**config.mk**
```make
export PLATFORM = sky130hd
export DESIGN_NAME = par_dac_writer
export DESIGN_NICKNAME = d
export VERILOG_FILES = /design/src/rtl/pdw_pkg.sv /design/src/rtl/pdw_seq.sv /design/src/rtl/pdw_lane.sv /design/src/rtl/par_dac_writer.sv
export SDC_FILE = /design/constraint.sdc
export NUM_CORES = 1
export LEC_CHECK = 0
export ABC_CLOCK_PERIOD_IN_PS = 6350
export BUFFER_PORTS_ARGS = -buffer_cell sky130_fd_sc_hd__buf_2
export CAP_MARGIN = 30
export CORE_AREA = 2 2 213 215
export DETAILED_ROUTE_END_ITERATION = 16
export DIE_AREA = 0 0 215 217
export PLACE_DENSITY = 0.81
export REMOVE_ABC_BUFFERS = 1
export SYNTH_ARGS = -nofsm -noshare
export SYNTH_HDL_FRONTEND = slang
export SYNTH_HIERARCHICAL = 1
export SYNTH_SLANG_ARGS = --single-unit
```
**constraint.sdc**
```tcl
create_clock -name clk_i -period 6.35 [get_ports clk_i]
set_input_delay 0.635 -clock clk_i [delete_from_list [all_inputs] [get_ports clk_i]]
set_output_delay 0.635 -clock clk_i [all_outputs]
set_load 0.01 [all_outputs]
```
**src/rtl/pdw_pkg.sv**
```systemverilog
package pdw_pkg;
  localparam int unsigned CYC_PER_BIT = 2;

  typedef enum logic {
    ST_IDLE  = 1'b0,
    ST_SHIFT = 1'b1
  } seq_state_e;
endpackage

```
**src/rtl/pdw_seq.sv**
```systemverilog
module pdw_seq
  import pdw_pkg::*;
#(
  parameter int unsigned WORD_W = 16
) (
  input  logic clk_i,
  input  logic rst_ni,
  input  logic start_i,
  output logic load_o,
  output logic shift_o,
  output logic sclk_o,
  output logic cs_o,
  output logic busy_o,
  output logic done_o
);
  localparam int unsigned N_CYC = WORD_W * CYC_PER_BIT;
  localparam int unsigned CNT_W = $clog2(N_CYC);
  localparam logic [CNT_W-1:0] LAST = CNT_W'(N_CYC - 1);

  seq_state_e       state_q;
  logic [CNT_W-1:0] cnt_q;
  logic             done_q;

  always_ff @(posedge clk_i or negedge rst_ni) begin
    if (!rst_ni) begin
      state_q <= ST_IDLE;
      cnt_q   <= '0;
      done_q  <= 1'b0;
    end else begin
      done_q <= 1'b0;
      unique case (state_q)
        ST_IDLE: if (start_i) begin
          state_q <= ST_SHIFT;
          cnt_q   <= '0;
        end
        ST_SHIFT: begin
          if (cnt_q == LAST) begin
            state_q <= ST_IDLE;
            cnt_q   <= '0;
            done_q  <= 1'b1;
          end else begin
            cnt_q <= cnt_q + 1'b1;
          end
        end
        default: state_q <= ST_IDLE;
      endcase
    end
  end

  assign busy_o  = (state_q == ST_SHIFT);
  assign load_o  = start_i && (state_q == ST_IDLE);
  // Bit period: low half then high half; the next bit appears as sclk falls
  assign sclk_o  = busy_o && cnt_q[0];
  assign shift_o = busy_o && cnt_q[0];
  assign cs_o    = busy_o && (cnt_q == '0);
  assign done_o  = done_q;

  p_cs_one_cycle_r2: assert property (@(posedge clk_i) disable iff (!rst_ni)
    cs_o |=> !cs_o);
  p_cs_in_busy_r2: assert property (@(posedge clk_i) disable iff (!rst_ni)
    cs_o |-> busy_o);
  p_run_on_r7: assert property (@(posedge clk_i) disable iff (!rst_ni)
    (busy_o && cnt_q != LAST) |=> (busy_o && cnt_q == CNT_W'($past(cnt_q) + 1'b1)));
  p_done_after_busy_r6: assert property (@(posedge clk_i) disable iff (!rst_ni)
    done_o |-> (!busy_o && $past(busy_o)));
  p_done_pulse_r6: assert property (@(posedge clk_i) disable iff (!rst_ni)
    done_o |=> !done_o);
  p_accept_after_done_r9: assert property (@(posedge clk_i) disable iff (!rst_ni)
    (done_o && start_i) |=> cs_o);
endmodule

```
**src/rtl/pdw_lane.sv**
```systemverilog
module pdw_lane #(
  parameter int unsigned WORD_W = 16
) (
  input  logic              clk_i,
  input  logic              rst_ni,
  input  logic              load_i,
  input  logic              shift_i,
  input  logic [WORD_W-1:0] word_i,
  output logic              bit_o
);
  logic [WORD_W-1:0] sr_q;

  always_ff @(posedge clk_i or negedge rst_ni) begin
    if (!rst_ni)      sr_q <= '0;
    else if (load_i)  sr_q <= word_i;
    else if (shift_i) sr_q <= {sr_q[WORD_W-2:0], 1'b0};
  end

  assign bit_o = sr_q[WORD_W-1];

  p_hold_r8: assert property (@(posedge clk_i) disable iff (!rst_ni)
    (!load_i && !shift_i) |=> $stable(sr_q));
endmodule

```
**src/rtl/par_dac_writer.sv**
```systemverilog
module par_dac_writer #(
  parameter int unsigned NUM_CH = 32,
  parameter int unsigned WORD_W = 16
) (
  input  logic                     clk_i,
  input  logic                     rst_ni,
  input  logic                     start_i,
  input  logic [NUM_CH*WORD_W-1:0] words_i,
  output logic                     sclk_o,
  output logic                     cs_o,
  output logic [NUM_CH-1:0]        sdata_o,
  output logic                     busy_o,
  output logic                     done_o
);
  logic              load;
  logic              shift;
  logic [NUM_CH-1:0] lane_bit;

  pdw_seq #(.WORD_W(WORD_W)) u_seq (
    .clk_i   (clk_i),
    .rst_ni  (rst_ni),
    .start_i (start_i),
    .load_o  (load),
    .shift_o (shift),
    .sclk_o  (sclk_o),
    .cs_o    (cs_o),
    .busy_o  (busy_o),
    .done_o  (done_o)
  );

  for (genvar k = 0; k < NUM_CH; k++) begin : g_lane
    pdw_lane #(.WORD_W(WORD_W)) u_lane (
      .clk_i   (clk_i),
      .rst_ni  (rst_ni),
      .load_i  (load),
      .shift_i (shift),
      .word_i  (words_i[k*WORD_W +: WORD_W]),
      .bit_o   (lane_bit[k])
    );
  end

  assign sdata_o = busy_o ? lane_bit : '0;

  p_idle_quiet_r1: assert property (@(posedge clk_i) disable iff (!rst_ni)
    !busy_o |-> (!sclk_o && !cs_o && sdata_o == '0));
  p_data_stable_r4: assert property (@(posedge clk_i) disable iff (!rst_ni)
    sclk_o |-> $stable(sdata_o));
  p_start_on_idle_r2: assert property (@(posedge clk_i) disable iff (!rst_ni)
    (start_i && !busy_o) |=> cs_o);
endmodule

```
==> reports/summary.txt, run 1 <==
Routed Wire Length = 59,100 µm
max_slew headroom = 30.3%
DRC = 0
Syn. warnings = 6
clock period minus worst slack = 3230 ps
Initial Util = 54.6%
Critical Path AT = 2590 ps
clock buffer depth = 3
GRT overflow = 0
slowest stage delay, CP = 760 ps
TritonCTS clock tree = yes
vias = 18,400
H-tree depth = 2
DP HPWL = 39,800 µm
vias in the first global route = 18,500
Slew @ Worst Pin = 1050 ps
mean post-synth cell area = 10.7 µm²
TritonCTS Sinks = 519
Cell Chain, Critical Path = buf_16 -> and2_4 -> buf_2
Hold Buf Count CTS = 0
largest net degree at the start of global routing = 279
RSZ-0062 raised after global routing = false
die area = 46,700 µm²
Hold Path Class = in2async
Power Density = 422 nW/µm²
sequential fraction of the synthesis area = 53.2%
initial antenna violation count = 54
number of cell rows = 78
Pleak = 14.2 nW
Die Ht = 217 µm
final hold violations = 0
GRT Total Usage = 24.7%
Port-buffer cells = 550
Startpoint Class = register
Top delay family on crit path = simple AND/OR/NAND/NOR gates
global-route wire length before repair = 94,000 µm
outcome = completed
Period Utilization, post-route = 50.9%
core area = 44,700 µm²
layout cells sized above 1 = 24.9%
Top Ports = 551
DR iter-0 viols = 1,421
cts repair resizes = 0
clk_skew = 24.3 ps
wire per inst = 17.2 µm
Synth Register Bits = 519
Tot Pwr = 12.1 mW
synthesized area = 24,400 µm²
setup violators final = 0
fmax = 0.310 GHz
critical path class = reg2out
max cap viols = 0
clk_lat worst skew = 600 ps
Vias/cell = 5.34
hold slack = 18.7 ps
worst-path fanout max = 48
clock slew at reported path FFs = 60 ps
Worst setup EP type = output pin
Syn Inst Count = 2,282
CTS Buf Count = 54
Req. time, crit path = 5710 ps
Final #Nets = 3,267
post-synthesis cell type count = 28
Peak VDD IR = 0.309 mV
overall die width = 215 µm
post-CTS setup buffers = 0
critical path's slowest cell = and2_4
root buf cell = clkbuf_16
Final Max Slew Viols = 0
Area Overhead vs Synth = 17.6%
Final ANT Viol Nets = 0
drt first pass iters = 5
RePlAce Congestion = 0.894
Buf+Inv Stages, Crit Path = 2
cell families (layout without fill, tap and decap cells):
| logic type | count (synthesis) | after routing | synth area share [%] |
|---|---|---|---|
| simple gates | 593 | 593 | 10.1 |
| flops | 519 | 519 | 53.2 |
| fa+ha+maj | 4 | 4 | 0.205 |
| mux | 480 | 480 | 19.7 |
| compound gates | 518 | 518 | 10.7 |
| buf+inv | 168 | 673 | 6.07 |
| other cells | 0 | 51 | 0 |
cell usage in the layout, fill, tap and decap left out, types with 3 or more instances in the layout:
cell	synthesis	layout
buf_2	65	549
dfrtp_1	519	518
nand2_1	514	514
mux2i_1	480	480
o21ai_1	288	288
o21ai_0	226	226
clkbuf_16	0	55
diode_2	0	51
and2_2	34	33
nand2b_1	33	33
buf_4	1	15
clkbuf_1	32	13
clkbuf_8	0	12
clkinv_2	0	8
buf_12	32	8
bufinv_16	0	4
nor2_1	4	4
ha_1	4	4
inv_1	3	3
worst reg2reg max path, stage by stage, from the launching register on:
cell and delay [ps]:
dfrtp_2 600, buf_16 270, and2b_4 860, buf_12 710
nand2b_1 410, o21ai_0 100
power by group:
group,switching (mW),leakage (nW),internal [mW]
clock,1.29,0.885,1.89
sequential,0.659,7.05,4.45
combinational,2.01,6.32,1.82
total,3.96,14.2,8.16
state kept, by name (all words and copies together) (netlist names):
| name | cells |
|---|---|
| g_lane.u_lane/sr_q | 512 |
| u_seq/busy_o | 1 |
| u_seq/cnt_q | 5 |
| u_seq/done_o | 1 |
worst paths after layout:
kind                                                        from                                     end  slack (ps)  depth (start not counted)
min                                                       rst_ni   g_lane[23].u_lane/sr_q[1]$_DFFE_PN0P_          20                          1
max in group asynchronous                                 rst_ni  g_lane[13].u_lane/sr_q[11]$_DFFE_PN0P_        4960                          2
max                                       u_seq/busy_o$_DFF_PN0_                                  sclk_o        3120                          3
min reg2reg                g_lane[16].u_lane/sr_q[0]$_DFFE_PN0P_   g_lane[16].u_lane/sr_q[0]$_DFFE_PN0P_         540                          2
min in group clk_i                                   words_i[65]    g_lane[4].u_lane/sr_q[1]$_DFFE_PN0P_         240                          3
max reg2reg                               u_seq/busy_o$_DFF_PN0_    g_lane[8].u_lane/sr_q[0]$_DFFE_PN0P_        3240                          5
cell type report:
cell class	count	area [µm²]
Fill cell	3526	16000
Multi-Input combinational cell	1595	9930
Timing Repair Buffer	575	3090
Sequential cell	519	13000
Antenna cell	51	128
Inverter	3	11.3
Tap cell	600	751
Clock buffer	80	1590
Clock inverter	15	201
synth_stat cells:
master,n,area [µm²]
ha_1,4,50.1
nor2_1,4,15.0
nor3_1,1,5.00
nand3_1,1,5.00
buf_4,1,7.51
o21ai_0,226,1130
nand3b_1,1,7.51
nand2_1,514,1930
clkbuf_2,3,15.0
nor3b_1,1,7.51
and4b_2,1,11.3
and2_2,34,255
nand2b_1,33,206
mux2i_1,480,4800
and3_1,1,6.26
clkbuf_1,32,120
a21o_1,1,7.51
a221o_1,1,10.0
dfrtp_1,519,13000
o21ai_1,288,1440
inv_1,3,11.3
o31ai_1,1,7.51
o22ai_1,1,6.26
buf_2,65,325
buf_6,32,360
and2b_2,1,8.76
or2b_1,1,7.51
buf_12,32,641
metrics by stage:
stage	util (%)	setup slack [ps]	cell area, µm²	TNS (ps)	std cells
floorplan	-	-4100	22900	-2085360	2117
global placement	59.8	3210	26700	0	3290
detailed placement	59.8	3100	26700	0	3290
CTS	63.8	2850	28500	0	3385
global route	64.2	3000	28700	0	3435
finish	64.2	3120	28700	0	3438
layer usage:
metal | vias up | track usage, % | routed length (µm)
met5 | - | 0 | 70
met4 | 12 | 14.5 | 3110
met3 | 197 | 5.10 | 3380
met2 | 560 | 39.9 | 28600
met1 | 8784 | 31.1 | 24000
li1 | 8818 | - | -
No activity file was read; power rests on OpenSTA's default activity.
==> run 2, diff against run 1 <==
Settings changed: ABC_CLOCK_PERIOD_IN_PS 6350 to 2900, CORE_AREA 2 2 213 215 to 2 2 227 229, DIE_AREA 0 0 215 217 to 0 0 229 231, PLACE_DENSITY 0.81 to 0.75.
Clock period 6.35 ns to 2.9 ns, I/O delays scaled along.
==> run 2 against run 1 <==
  * Combinational power grew to 2.6 times the previous value
  * Count of clock-buffer cells in the layout is 2 lower
  * Routed wire length is 44% higher
  * Global-route usage is 7.2 points higher
  * Clock power is 130% higher
  * Sequential cell count stayed put
  * First-iteration DRC count is 38% higher
  * Critical path type unchanged
  * Largest cell class unchanged
==> reports/summary.txt, run 2 (synthesis gave the netlist of run 1 again) <==
outcome = completed
Pleak = 16.6 nW
worst-path fanout max = 89
max_slew headroom = 43.3%
fmax = 0.402 GHz
Tot Pwr = 28.4 mW
clock buffer depth = 3
die area = 52,900 µm²
overall die width = 229 µm
vias in the first global route = 24,300
Hold Path Class = in2async
GRT overflow = 0
DRC = 0
setup TNS = 0 ps
wire per inst = 21.1 µm
DP HPWL = 43,200 µm
pre-CTS setup slack = 929 ps
Power Density = 829 nW/µm²
Final ANT Viol Nets = 0
global-route wire length before repair = 133,000 µm
routed wl met2 = 41,700 µm
Die Ht = 231 µm
cts repair resizes = 0
M1 WL = 29,800 µm
register name with the most flops = g_lane.u_lane/sr_q
root buf cell = clkbuf_16
highest metal used = met5
final hold violations = 0
layout cells sized above 1 = 21.8%
TritonCTS Sinks = 519
Critical Path AT = 2200 ps
Slew @ Worst Pin = 850 ps
Top Ports = 551
DR iter-0 viols = 1,956
GRT Total Usage = 31.9%
Routed Wire Length = 85,300 µm
clk_lat worst skew = 620 ps
Port-buffer cells = 550
vias = 22,800
Vias/cell = 5.64
Worst setup EP type = output pin
Initial Util = 48.1%
Final Max Slew Viols = 0
Period Utilization, post-route = 85.9%
initial antenna violation count = 20
TritonCTS clock tree = yes
utilization after layout = 67.6%
highest-count cells in the layout ignoring fill and taps = buf_2, dfrtp_1, nand2_1, dlygate4sd3_1, mux2i_1
max reg flops = 512
post-CTS setup buffers = 0
Startpoint Class = register
hold slack = 342 ps
RSZ-0062 raised after global routing = false
Largest regs = g_lane.u_lane/sr_q x512, u_seq/cnt_q x5
Area Overhead vs Synth = 40.4%
max cap viols = 0
H-tree depth = 2
most common cell after layout, fill and taps aside = buf_2
clk_skew = 40.5 ps
fin worst setup slack = 410 ps
largest net degree at the start of global routing = 205
drt first pass iters = 6
DR WL met3 = 5900 µm
clock slew at reported path FFs = 70 ps
clock period minus worst slack = 2490 ps
Final #Nets = 3,811
critical path class = reg2out
number of cell rows = 83
setup violators final = 0
CTS Buf Count = 54
Req. time, crit path = 2610 ps
RePlAce Congestion = 0.900
core area = 50,700 µm²
Peak VDD IR = 0.622 mV
[run 2: cell count changes in the layout (fill, tap and decap cells not counted), moves of 15 or more]
cell | before | now
diode_2 | 51 | 18
buf_4 | 15 | 32
dlygate4sd3_1 | 0 | 514
buf_12 | 8 | 23
[run 2: timing repair]
item,4_1_cts,5_1_grt
endpoints found under the hold margin,582,0
hold buffers,514,0
setup endpoints to repair,0,0
[run 2: worst paths after layout]
path                                                  from                                      to  slack [ps]  depth (start not counted)
worst max-delay path            u_seq/cnt_q[0]$_DFFE_PN0P_                                  sclk_o         410                          3
worst min-delay path                                rst_ni   g_lane[11].u_lane/sr_q[4]$_DFFE_PN0P_         340                          2
worst max register to register  u_seq/cnt_q[0]$_DFFE_PN0P_   g_lane[17].u_lane/sr_q[2]$_DFFE_PN0P_         760                          4
worst min register to register      u_seq/busy_o$_DFF_PN0_              u_seq/cnt_q[4]$_DFFE_PN0P_         550                          2
max in group asynchronous                           rst_ni  g_lane[14].u_lane/sr_q[12]$_DFFE_PN0P_        1690                          3
min in group clk_i                            words_i[495]  g_lane[30].u_lane/sr_q[15]$_DFFE_PN0P_         430                          4
[run 2: per-layer routing]
metal | vias up | global-route usage, %
met5 | - | 0
met2 | 1404 | 53.2
met4 | 4 | 25.9
li1 | 9865 | -
met1 | 10900 | 35.5
met3 | 595 | 6.58
[run 2: through the flow]
step	cells	cell area (µm²)
2_1_floorplan	2117	22900
3_3_place_gp	3402	27200
3_5_place_dp	3402	27200
4_1_cts	4016	34200
5_1_grt	4031	34200
6_report	4034	34200
[run 2: report_power, final]
part           internal [mW]  total (mW)  switching, mW
Clock                   4.15        7.20           3.05
Sequential              9.75        11.4           1.67
Combinational           4.62        9.78           5.16
Total                   18.5        28.4           9.87
[run 2: worst max-delay path: stages, from the launching register on]
cell     delay [ps]
dfrtp_1         430
and2_4          350
buf_12          470
buf_2           250
[run 2: area by class of cell]
cell class | instances | area, µm²
diodes | 18 | 45.0
repair buffers | 1119 | 8610
inverters | 3 | 11.3
clock inverters | 22 | 267
clock buffers | 78 | 1540
multi-input cells | 1595 | 9930
flip-flops and latches | 519 | 13000
well taps | 680 | 851
fillers | 3342 | 16400
